File: src/rtl/wdt_pkg.sv
package wdt_pkg;

  typedef enum logic {
    SRC_DEFAULT = 1'b0,
    SRC_PROG    = 1'b1
  } tmo_src_e;

  // Bits needed for a value of at least 1.
  function automatic int bits_for(input int unsigned value);
    return (value > 1) ? $clog2(value + 1) : 1;
  endfunction

  // Width of the tick counter so that both timeout sources fit.
  function automatic int cnt_bits(input int unit_w, input int unsigned per_unit,
                                  input int unsigned dflt);
    int prod_w;
    int dflt_w;
    prod_w = unit_w + bits_for(per_unit);
    dflt_w = bits_for(dflt);
    return (prod_w > dflt_w) ? prod_w : dflt_w;
  endfunction

endpackage

File: src/rtl/wdt_edge_sync.sv
module wdt_edge_sync #(
  parameter int STAGES = 2
) (
  input  logic clk,
  input  logic rst,
  input  logic din,
  output logic changed
);
  logic [STAGES-1:0] chain;
  logic              prev;

  for (genvar i = 0; i < STAGES; i++) begin : g_stage
    if (i == 0) begin : g_first
      always_ff @(posedge clk) begin
        if (rst) chain[0] <= 1'b0;
        else     chain[0] <= din;
      end
    end else begin : g_next
      always_ff @(posedge clk) begin
        if (rst) chain[i] <= 1'b0;
        else     chain[i] <= chain[i-1];
      end
    end
  end

  always_ff @(posedge clk) begin
    if (rst) prev <= 1'b0;
    else     prev <= chain[STAGES-1];
  end

  assign changed = chain[STAGES-1] ^ prev;

endmodule

File: src/rtl/wdt_tick_gen.sv
module wdt_tick_gen #(
  parameter int PRESCALE = 12500
) (
  input  logic clk,
  input  logic rst,
  input  logic restart,
  output logic tick
);
  localparam int PW = (PRESCALE > 1) ? $clog2(PRESCALE) : 1;
  localparam logic [PW-1:0] PRE_MAX = PW'(PRESCALE - 1);

  logic [PW-1:0] pre;

  always_ff @(posedge clk) begin
    if (rst || restart)      pre <= '0;
    else if (pre == PRE_MAX) pre <= '0;
    else                     pre <= pre + 1'b1;
  end

  assign tick = (pre == PRE_MAX);

endmodule

File: src/rtl/wdt_timeout_ctr.sv
module wdt_timeout_ctr
  import wdt_pkg::*;
#(
  parameter int UNIT_W         = 16,
  parameter int TICKS_PER_UNIT = 21,
  parameter int DEFAULT_TICKS  = 16000,
  parameter int CNT_W          = 21
) (
  input  logic              clk,
  input  logic              rst,
  input  logic              restart,
  input  logic              tick,
  input  logic              tmo_sel,
  input  logic [UNIT_W-1:0] tmo_prog,
  output logic              fire,
  output logic [CNT_W-1:0]  count
);
  localparam logic [CNT_W-1:0] DFLT  = CNT_W'(DEFAULT_TICKS);
  localparam logic [CNT_W-1:0] SCALE = CNT_W'(TICKS_PER_UNIT);

  tmo_src_e         src;
  logic [CNT_W-1:0] prod;
  logic [CNT_W-1:0] limit;
  logic [CNT_W-1:0] last;

  assign src  = tmo_src_e'(tmo_sel);
  assign prod = CNT_W'(tmo_prog) * SCALE;

  always_comb begin
    if (src == SRC_PROG) limit = (prod == '0) ? CNT_W'(1) : prod;
    else                 limit = DFLT;
    last = limit - 1'b1;
  end

  always_ff @(posedge clk) begin
    if (rst || restart) begin
      count <= '0;
      fire  <= 1'b0;
    end else begin
      fire <= 1'b0;
      if (tick) begin
        if (count >= last) begin
          count <= '0;
          fire  <= 1'b1;
        end else begin
          count <= count + 1'b1;
        end
      end
    end
  end

endmodule

File: src/rtl/wdt_out_stage.sv
module wdt_out_stage #(
  parameter int PULSE_CYCLES = 125000,
  parameter int LEAD_CYCLES  = 2
) (
  input  logic clk,
  input  logic rst,
  input  logic fire,
  input  logic clear_level,
  input  logic kill_pulse,
  output logic wdo_n,
  output logic wdpo_n
);
  localparam int PC_W = (PULSE_CYCLES > 1) ? $clog2(PULSE_CYCLES) : 1;
  localparam int LD_W = $clog2(LEAD_CYCLES + 1);
  localparam logic [PC_W-1:0] PC_LOAD = PC_W'(PULSE_CYCLES - 1);
  localparam logic [LD_W-1:0] LD_LOAD = LD_W'(LEAD_CYCLES);

  logic [PC_W-1:0] pcnt;
  logic [LD_W-1:0] lead;

  // Warning pulse: minimum width, retriggered by a new timeout.
  always_ff @(posedge clk) begin
    if (rst || kill_pulse) begin
      wdpo_n <= 1'b1;
      pcnt   <= '0;
    end else if (fire) begin
      wdpo_n <= 1'b0;
      pcnt   <= PC_LOAD;
    end else if (pcnt != '0) begin
      pcnt <= pcnt - 1'b1;
    end else begin
      wdpo_n <= 1'b1;
    end
  end

  // Sticky level flag, delayed behind the pulse by the lead counter.
  always_ff @(posedge clk) begin
    if (rst || clear_level) begin
      wdo_n <= 1'b1;
      lead  <= '0;
    end else begin
      if (lead == LD_W'(1)) wdo_n <= 1'b0;
      if (fire)             lead  <= LD_LOAD;
      else if (lead != '0)  lead  <= lead - 1'b1;
    end
  end

endmodule

File: src/rtl/wdt_pulse_watchdog.sv
module wdt_pulse_watchdog
  import wdt_pkg::*;
#(
  parameter int PRESCALE       = 12500,
  parameter int DEFAULT_TICKS  = 16000,
  parameter int TICKS_PER_UNIT = 21,
  parameter int UNIT_W         = 16,
  parameter int PULSE_CYCLES   = 125000,
  parameter int LEAD_CYCLES    = 2,
  parameter int SYNC_STAGES    = 2
) (
  input  logic              clk,
  input  logic              rst,
  input  logic              wdi,
  input  logic              wdi_float,
  input  logic              tmo_sel,
  input  logic [UNIT_W-1:0] tmo_prog,
  input  logic              reset_active,
  output logic              wdo_n,
  output logic              wdpo_n
);
  localparam int CNT_W = cnt_bits(UNIT_W, TICKS_PER_UNIT, DEFAULT_TICKS);

  logic             sync_edge;
  logic             hold;
  logic             restart;
  logic             tick;
  logic             tmr_fire;
  logic [CNT_W-1:0] tmr_count;

  assign hold    = wdi_float | reset_active;
  assign restart = sync_edge | hold;

  wdt_edge_sync #(.STAGES(SYNC_STAGES)) u_sync (
    .clk     (clk),
    .rst     (rst),
    .din     (wdi),
    .changed (sync_edge)
  );

  wdt_tick_gen #(.PRESCALE(PRESCALE)) u_tick (
    .clk     (clk),
    .rst     (rst),
    .restart (restart),
    .tick    (tick)
  );

  wdt_timeout_ctr #(
    .UNIT_W         (UNIT_W),
    .TICKS_PER_UNIT (TICKS_PER_UNIT),
    .DEFAULT_TICKS  (DEFAULT_TICKS),
    .CNT_W          (CNT_W)
  ) u_ctr (
    .clk      (clk),
    .rst      (rst),
    .restart  (restart),
    .tick     (tick),
    .tmo_sel  (tmo_sel),
    .tmo_prog (tmo_prog),
    .fire     (tmr_fire),
    .count    (tmr_count)
  );

  wdt_out_stage #(
    .PULSE_CYCLES (PULSE_CYCLES),
    .LEAD_CYCLES  (LEAD_CYCLES)
  ) u_out (
    .clk         (clk),
    .rst         (rst),
    .fire        (tmr_fire),
    .clear_level (restart),
    .kill_pulse  (wdi_float),
    .wdo_n       (wdo_n),
    .wdpo_n      (wdpo_n)
  );

endmodule

File: config.mk
export PLATFORM = sky130hd
export DESIGN_NAME = wdt_pulse_watchdog
export DESIGN_NICKNAME = d
export VERILOG_FILES = /design/src/rtl/wdt_pkg.sv /design/src/rtl/wdt_edge_sync.sv /design/src/rtl/wdt_tick_gen.sv /design/src/rtl/wdt_timeout_ctr.sv /design/src/rtl/wdt_out_stage.sv /design/src/rtl/wdt_pulse_watchdog.sv
export SDC_FILE = /design/constraint.sdc
export NUM_CORES = 1
export LEC_CHECK = 0
export ABC_CLOCK_PERIOD_IN_PS = 16520
export BUFFER_PORTS_ARGS = -buffer_cell sky130_fd_sc_hd__buf_2
export CAP_MARGIN = 20
export CORE_MARGIN = 3
export CORE_UTILIZATION = 50
export CTS_BUF_LIST = sky130_fd_sc_hd__clkbuf_16
export DETAILED_ROUTE_END_ITERATION = 12
export PLACE_DENSITY = 0.67
export SLEW_MARGIN = 15
export SYNTH_ARGS = -nofsm -noshare
export SYNTH_HDL_FRONTEND = slang
export SYNTH_SLANG_ARGS = --single-unit
File: constraint.sdc
create_clock -name clk -period 16.52 [get_ports clk]
set_input_delay 0.826 -clock clk [delete_from_list [all_inputs] [get_ports clk]]
set_output_delay 0.826 -clock clk [all_outputs]
set_load 0.005 [all_outputs]
==> results of run 1 <==
## critical path: cells and delay by family
family          cells  cell delay [ns]
fa+ha+maj           6             2.05
xor+xnor            1             0.16
compound gates      9             2.35
simple gates       12             2.58
buf+inv             2             0.36
## layer usage
metal | vias to the layer above | share of wire, %
met1 | 1950 | 47
met5 | - | 0
met4 | 0 | 1.4
li1 | 2182 | -
met3 | 18 | 2.2
met2 | 58 | 50
## power breakdown
group          internal, mW  leakage [nW]  switching, mW
logic                 0.155          1.81          0.206
registers             0.159         0.486         0.0119
clock network         0.115         0.129         0.0628
## worst max-delay path by stage
stage,from,end,cells after the start
floorplan,tmo_prog[5],u_ctr.count[0]$_SDFFE_PP0N_,29
global placement,tmo_prog[5],u_ctr.fire$_SDFF_PP0_,30
detailed placement,tmo_prog[5],u_ctr.fire$_SDFF_PP0_,30
CTS,tmo_prog[5],u_ctr.count[13]$_SDFFE_PP0N_,30
global route,tmo_prog[9],u_ctr.count[13]$_SDFFE_PP0N_,30
finish,tmo_prog[9],u_ctr.count[13]$_SDFFE_PP0N_,30
## flip-flops by register name, indices dropped and copies added (netlist names)
| name | flops |
|---|---|
| u_out.lead | 2 |
| u_tick.pre | 14 |
| u_out.pcnt | 17 |
| u_sync.prev | 1 |
| u_sync.chain | 2 |
| u_ctr.fire | 1 |
| u_out.wdpo_n | 1 |
| u_ctr.count | 21 |
| u_out.wdo_n | 1 |
## layout by cell type, fill, tap and decap left out, types with 11 or more instances in the layout
| cell | netlist | routed |
|---|---|---|
| o21a_1 | 17 | 17 |
| nor3_1 | 40 | 40 |
| nor2_1 | 51 | 51 |
| nand4_1 | 14 | 14 |
| a21o_1 | 13 | 13 |
| nand3_1 | 19 | 19 |
| dfxtp_1 | 60 | 60 |
| buf_2 | 3 | 23 |
| xnor2_1 | 34 | 34 |
| and3_1 | 11 | 11 |
| ha_1 | 75 | 75 |
| a21oi_1 | 30 | 30 |
| nand2_1 | 47 | 47 |
| inv_1 | 21 | 21 |
| xor2_1 | 35 | 35 |
## cell type report
class	instances	area share (%)
clock buffers	9	3.94
clock inverters	7	1.18
inverters	21	1.38
multi-input cells	500	67.3
flip-flops and latches	60	21.0
well taps	133	2.91
repair buffers	25	2.28
## cell families (layout without fill, tap and decap cells)
kind of cell / count (synthesis) / count (layout) / share of synthesized area [%]
simple gates: 235 / 235 / 23.6
flops: 60 / 60 / 23.2
mux: 4 / 4 / 0.772
compound gates: 105 / 105 / 15.4
xor+xnor: 71 / 71 / 12.3
buf+inv: 36 / 62 / 2.82
fa+ha+maj: 85 / 85 / 22.0
==> impl_results.md, run 1 <==
* VDD IR max at around 90 uV
* Crit path launch type: primary input
* Drt wl/cell at 13.7 microns
* Max Fclk at approximately 120 MHz
* First-pass GRT wire length at 18.1 mm
* Clk buf depth at 2
* Total track usage at between 10% and 20%
* Top cells by area, synth: dfxtp_1 23%, ha_1 18%, xor2_1 5.9%
* Post-synth top cells: 75 x ha_1, 60 x dfxtp_1, 51 x nor2_1, 47 x nand2_1, 40 x nor3_1
* Area post-placement at roughly 5400 sq um
* CTS Sinks at 60
* TritonCTS clock tree: yes
* Rows at 36
* MaxCap Viol Count at 0
* Dpl ws at 8.14 ns
* CP required at approximately 17 ns
* Tcrit/Tclk final at 49.0%
* Post-synthesis register bit count at 60
* Via/cell ratio at approximately 5.6
* Met1 usage at ~23%
* PortBufs at 23
* Clk slew on worst S/H paths at approximately 0.05 ns
* Num CTS Buffers at 9
* Post-Place Cells at 739
* Post-synth top area share at about 23%
* Slew HR at a little under three fifths
* Status: complete, no violations
* Minimum clock period at 8.10 ns
* Final Total Pwr at roughly 0.71 mW
* Fraction of layout instances using a drive strength above 1 at under 10%
* Mapped Cells at between 500 and 600
* Max stage delay cell, worst path: a2111oi_0
* Slew Limit Fails at 0
* Ys Warns at 0
* # nets final at slightly above 700
* Antenna viol nets, final at 0
* Worst Hold End: u_tick.pre[0]$_SDFF_PP0_
* Post-route DRC at 0
* Die X at ~110 microns
* Crit Reg-Reg Startpoint: u_out.pcnt[9]$_SDFFE_PP0P_
* FFs w/ async S/R, synth at 0%
* Final worst setup slack at 8.42 ns
* # IOs at 24
* Area leader, netlist: dfxtp_1
* Crit end category: register
* Hold_buf cts at 0
* Post-CTS Setup Bufs at 0
* Grt met2 use at approximately a third
* Top_reg_cell synth: dfxtp_1
* Largest net degree at the start of global routing at 25
* Pre-antenna DRT Iters at 4
* Static leakage at roughly 2.4 nW
* Syn_area_per_cell at between 8 and 9 sq um
* Sequential cell area at approximately 1200 sq um
* CTS HTree Levels at 3
* Yosys cell types at 66
* Core Area at 9910 sq um
* Vias in the first global route at ~4200
* GRT overflow at 0
* WP data arrival at roughly 8.3 ns
* Final Hold Viols at 0
* Seq/Total Area, Yosys at 23.2%
* # resized after CTS at 0
* Routability cong. at 0.794
* Most used cell, CP: ha_1
* Top-count cell post-synth: ha_1
* Clock root cell: clkbuf_16
* Initial DRC Count at 90
* DP Wirelength at around 8.4 mm
* Cell area after layout at about 5700 sq um
* Worst-Skew Late Latency at 0.32 ns
* DR vias at ~4200
* Power Density at approximately 120 nW/um^2
* Initial Util at 52.3%
* R2r setup slk at roughly 14 ns
* Met3 usage at between 2 and 3%
* Setup violations, final at 0
* N_diodes at 0
* Multi-input logic area at roughly 3800 sq um
* Clk_skew at between 0.006 and 0.007 ns
* Full die area at 11600 sq um
* Antenna violations before repair at 0
* RR Endpoint: u_out.pcnt[11]$_SDFFE_PP0P_
* Crit Path Max Fanout at 21
* Drt total wl at approximately 10 mm
* WHS Path Cells at 1
* Fillers at 920
* Worst Max-Slew Pin Slew at around 0.65 ns
* Syn Nets at between 700 and 800
* End-of-flow core utilization at a little under 60%
* Hold Slack at approximately 0.46 ns
* Hold Crit Class: reg2reg
* Mapped Area at between 5000 and 6000 sq um
* Non-filler cells, final at approximately 760
* RSZ-0062 raised after global routing: false
* Kind of critical path: in2reg
* CP max stage delay at just under 0.6 ns
* Busiest grt layer: met2
* Post-synth EDFFs at 0
* Hold_sp: u_tick.pre[0]$_SDFF_PP0_
* Area growth from synthesis to layout at 10.2%
* Setup TNS at 0 ns
* R2R cell count at 9
* Die Y at 108 microns
Power figures use the tool's default switching activity.
==> inputs of run 2 (changes only) <==
- ABC_CLOCK_PERIOD_IN_PS: 16520 -> 7350
- PLACE_DENSITY: 0.67 -> 0.7
- clock period: 16.52 -> 7.35 ns (I/O delays scaled with it)
==> run 2 against run 1 <==
  * Flip-flop and latch count is the same
  * Die area is the same
  * Combinational power grew 140%
  * Worst hold slack lost 0.22 ns
  * Power grew 130%
  * Global-route usage grew 1.2 points
  * Worst setup slack lost 8.0 ns
  * First-iteration DRC count grew 97%
  * Sequential power grew 130%
  * Wire length grew 5.4%
  * Critical path depth grew 3
  * Critical path type unchanged
  * Largest cell class unchanged
==> impl_results.md, run 2 (synthesis gave the netlist of run 1 again) <==
* Die X at 108 microns (unchanged)
* Crit Path Max Fanout at 12 (-43%)
* Routability cong. at 0.873 (+10%)
* PortBufs at 23 (unchanged)
* CP startpoint: tmo_prog[5]
* CP max stage delay at 0.48 ns (-0.11 ns)
* CP required at 7.58 ns (-9.16 ns)
* Crit path launch type: primary input
* Clock root cell: clkbuf_16
* Worst-Skew Late Latency at 0.33 ns (about the same)
* # nets final at 752 (+3.9%)
* Kind of critical path: in2reg
* Post-Place Cells at 766 (+3.7%)
* Antenna violations before repair at 0 (unchanged)
* Status: complete, no violations
* N_diodes at 0 (unchanged)
* Slew HR at 39.4% (-16 points)
* Slew Limit Fails at 0 (unchanged)
* MaxCap Viol Count at 0 (unchanged)
* Final Hold Viols at 0 (unchanged)
* Hold_sp: wdi_float
* Clk slew on worst S/H paths at 0.05 ns (about the same)
* Initial DRC Count at 177 (+97%)
* Power Density at 276 nW/um^2 (+120%)
* Worst Max-Slew Pin Slew at 0.907 ns (+0.260 ns)
* Rows at 36 (unchanged)
* Commonest non-fill, non-tap cell in the layout: ha_1
* CTS HTree Levels at 3 (unchanged)
* Antenna viol nets, final at 0 (unchanged)
* Hold Slack at 0.235 ns (-0.223 ns)
* Most used cell, CP: ha_1
* Full die area at 11600 sq um (unchanged)
* Clk buf depth at 2 (unchanged)
* # IOs at 24 (unchanged)
* Setup TNS at 0 ns (unchanged)
* Pre-antenna DRT Iters at 4 (unchanged)
* Post-route DRC at 0 (unchanged)
* CTS Sinks at 60 (unchanged)
* First-pass GRT wire length at 19.3 mm (+6.6%)
* Tcrit/Tclk final at a little over nine tenths
* Static leakage at 2.56 nW (+5.9%)
* Crit Reg-Reg Startpoint: u_out.pcnt[9]$_SDFFE_PP0P_
* Max Fclk at roughly 150 MHz
* Hold Crit Class: in2reg
* Drt wl/cell at 13.9 microns (+1.6%)
* Area growth from synthesis to layout at 14.0%
* DR vias at 4396 (+4.5%)
* DP Wirelength at 8.80 mm (+4.7%)
* Crit end category: register
* Total track usage at 20.0% (+1.2 points)
* GRT overflow at 0 (unchanged)
* Drt total wl at 10.9 mm (+5.4%)
* Largest net degree at the start of global routing at 25 (unchanged)
* RSZ-0062 raised after global routing: false
* Reg with most FFs: u_ctr.count
* Die Y at 108 microns (unchanged)
* Via/cell ratio at 5.61 (+0.73%)
* TritonCTS clock tree: yes
* WP data arrival at 7.12 ns (-1.21 ns)
* VDD IR max at 208 uV (+120%)
* Non-filler cells, final at 783 (+3.7%)
* Clk_skew at 0.00433 ns (-0.00167 ns)
* Max FFs per register at 21 (unchanged)
* Minimum clock period at between 6 and 7 ns
* Vias in the first global route at 4484 (+6.6%)
* Largest registers: u_ctr.count: 21 flops, u_out.pcnt: 17 flops, u_tick.pre: 14 flops
* Num CTS Buffers at 9 (unchanged)
* Setup violations, final at 0 (unchanged)
* Initial Util at 52.3% (unchanged)
* Most frequent cells in the layout: 75 x ha_1, 60 x dfxtp_1, 51 x nor2_1
* Max stage delay cell, worst path: fa_1
* Core Area at 9910 sq um (unchanged)
* Fraction of layout instances using a drive strength above 1 at 14.2% (+4.3 points)
-- run 2: cell count changes in the layout (fill, tap and decap cells not counted), sizes merged --
cell,delta
clkinvlp,-3
clkinv,+3
bufinv,-1
inv,+1
buf,+28
-- run 2: layer usage --
layer | wire length, microns | global-route usage, % | vias to the layer above | share of wire, %
met5 | 0 | 0 | - | 0
li1 | - | - | 2235 | -
met4 | 247 | 7.66 | 0 | 2.3
met3 | 285 | 3.00 | 22 | 2.6
met1 | 4960 | 24.0 | 2062 | 46
met2 | 5390 | 35.6 | 77 | 50
-- run 2: path summary, 6_finish.rpt --
kind	end	slack (ns)	cells past startpoint
worst max-delay path	u_ctr.count[13]$_SDFFE_PP0N_	0.46	33
worst max register to register	u_out.pcnt[14]$_SDFFE_PP0P_	4.62	8
worst min-delay path	u_out.pcnt[16]$_SDFFE_PP0P_	0.24	2
worst min register to register	u_sync.chain[1]$_SDFF_PP0_	0.45	1
-- run 2: cell type report --
type / count / area [sq um]
clock buffers: 9 / 225
inverters: 21 / 78.8
repair buffers: 53 / 344
fillers: 876 / 4000
well taps: 133 / 166
multi-input cells: 500 / 3860
clock inverters: 7 / 35.0
flip-flops and latches: 60 / 1200
-- run 2: power by group --
| part | total [mW] | internal (mW) | switching, mW |
|---|---|---|---|
| clock network | 0.363 | 0.222 | 0.140 |
| logic | 0.884 | 0.407 | 0.477 |
| registers | 0.385 | 0.358 | 0.0271 |
| total | 1.63 | 0.987 | 0.644 |
-- run 2: stage by stage --
stage	worst slack [ns]	utilization [%]	cell area, sq um	power (mW)
after CTS	0.235	59.3	5880	1.63
final	0.458	59.6	5910	1.63
after detailed placement	-0.0467	56.7	5620	1.27
after floorplan	0.654	-	5180	1.06
after global routing	0.0255	59.6	5910	1.77
after global placement	0.0297	56.6	5610	1.24
-- run 2: worst max-delay path: cells and delay by family --
kind / cells / cell delay (ns)
AO/OA/AOI/OAI: 9 / 2.05
adder cells (fa/ha/maj): 6 / 1.90
AND/OR/NAND/NOR: 12 / 1.89
buffers and inverters: 5 / 0.77
XOR/XNOR: 1 / 0.14
-- run 2: what timing repair did --
item | CTS | global route
endpoints found under the setup margin | 0 | 22
hold buffers | 0 | 0
setup buffers | 0 | 1
hold endpoints to repair | 0 | 0
gates resized for setup | 0 | 6
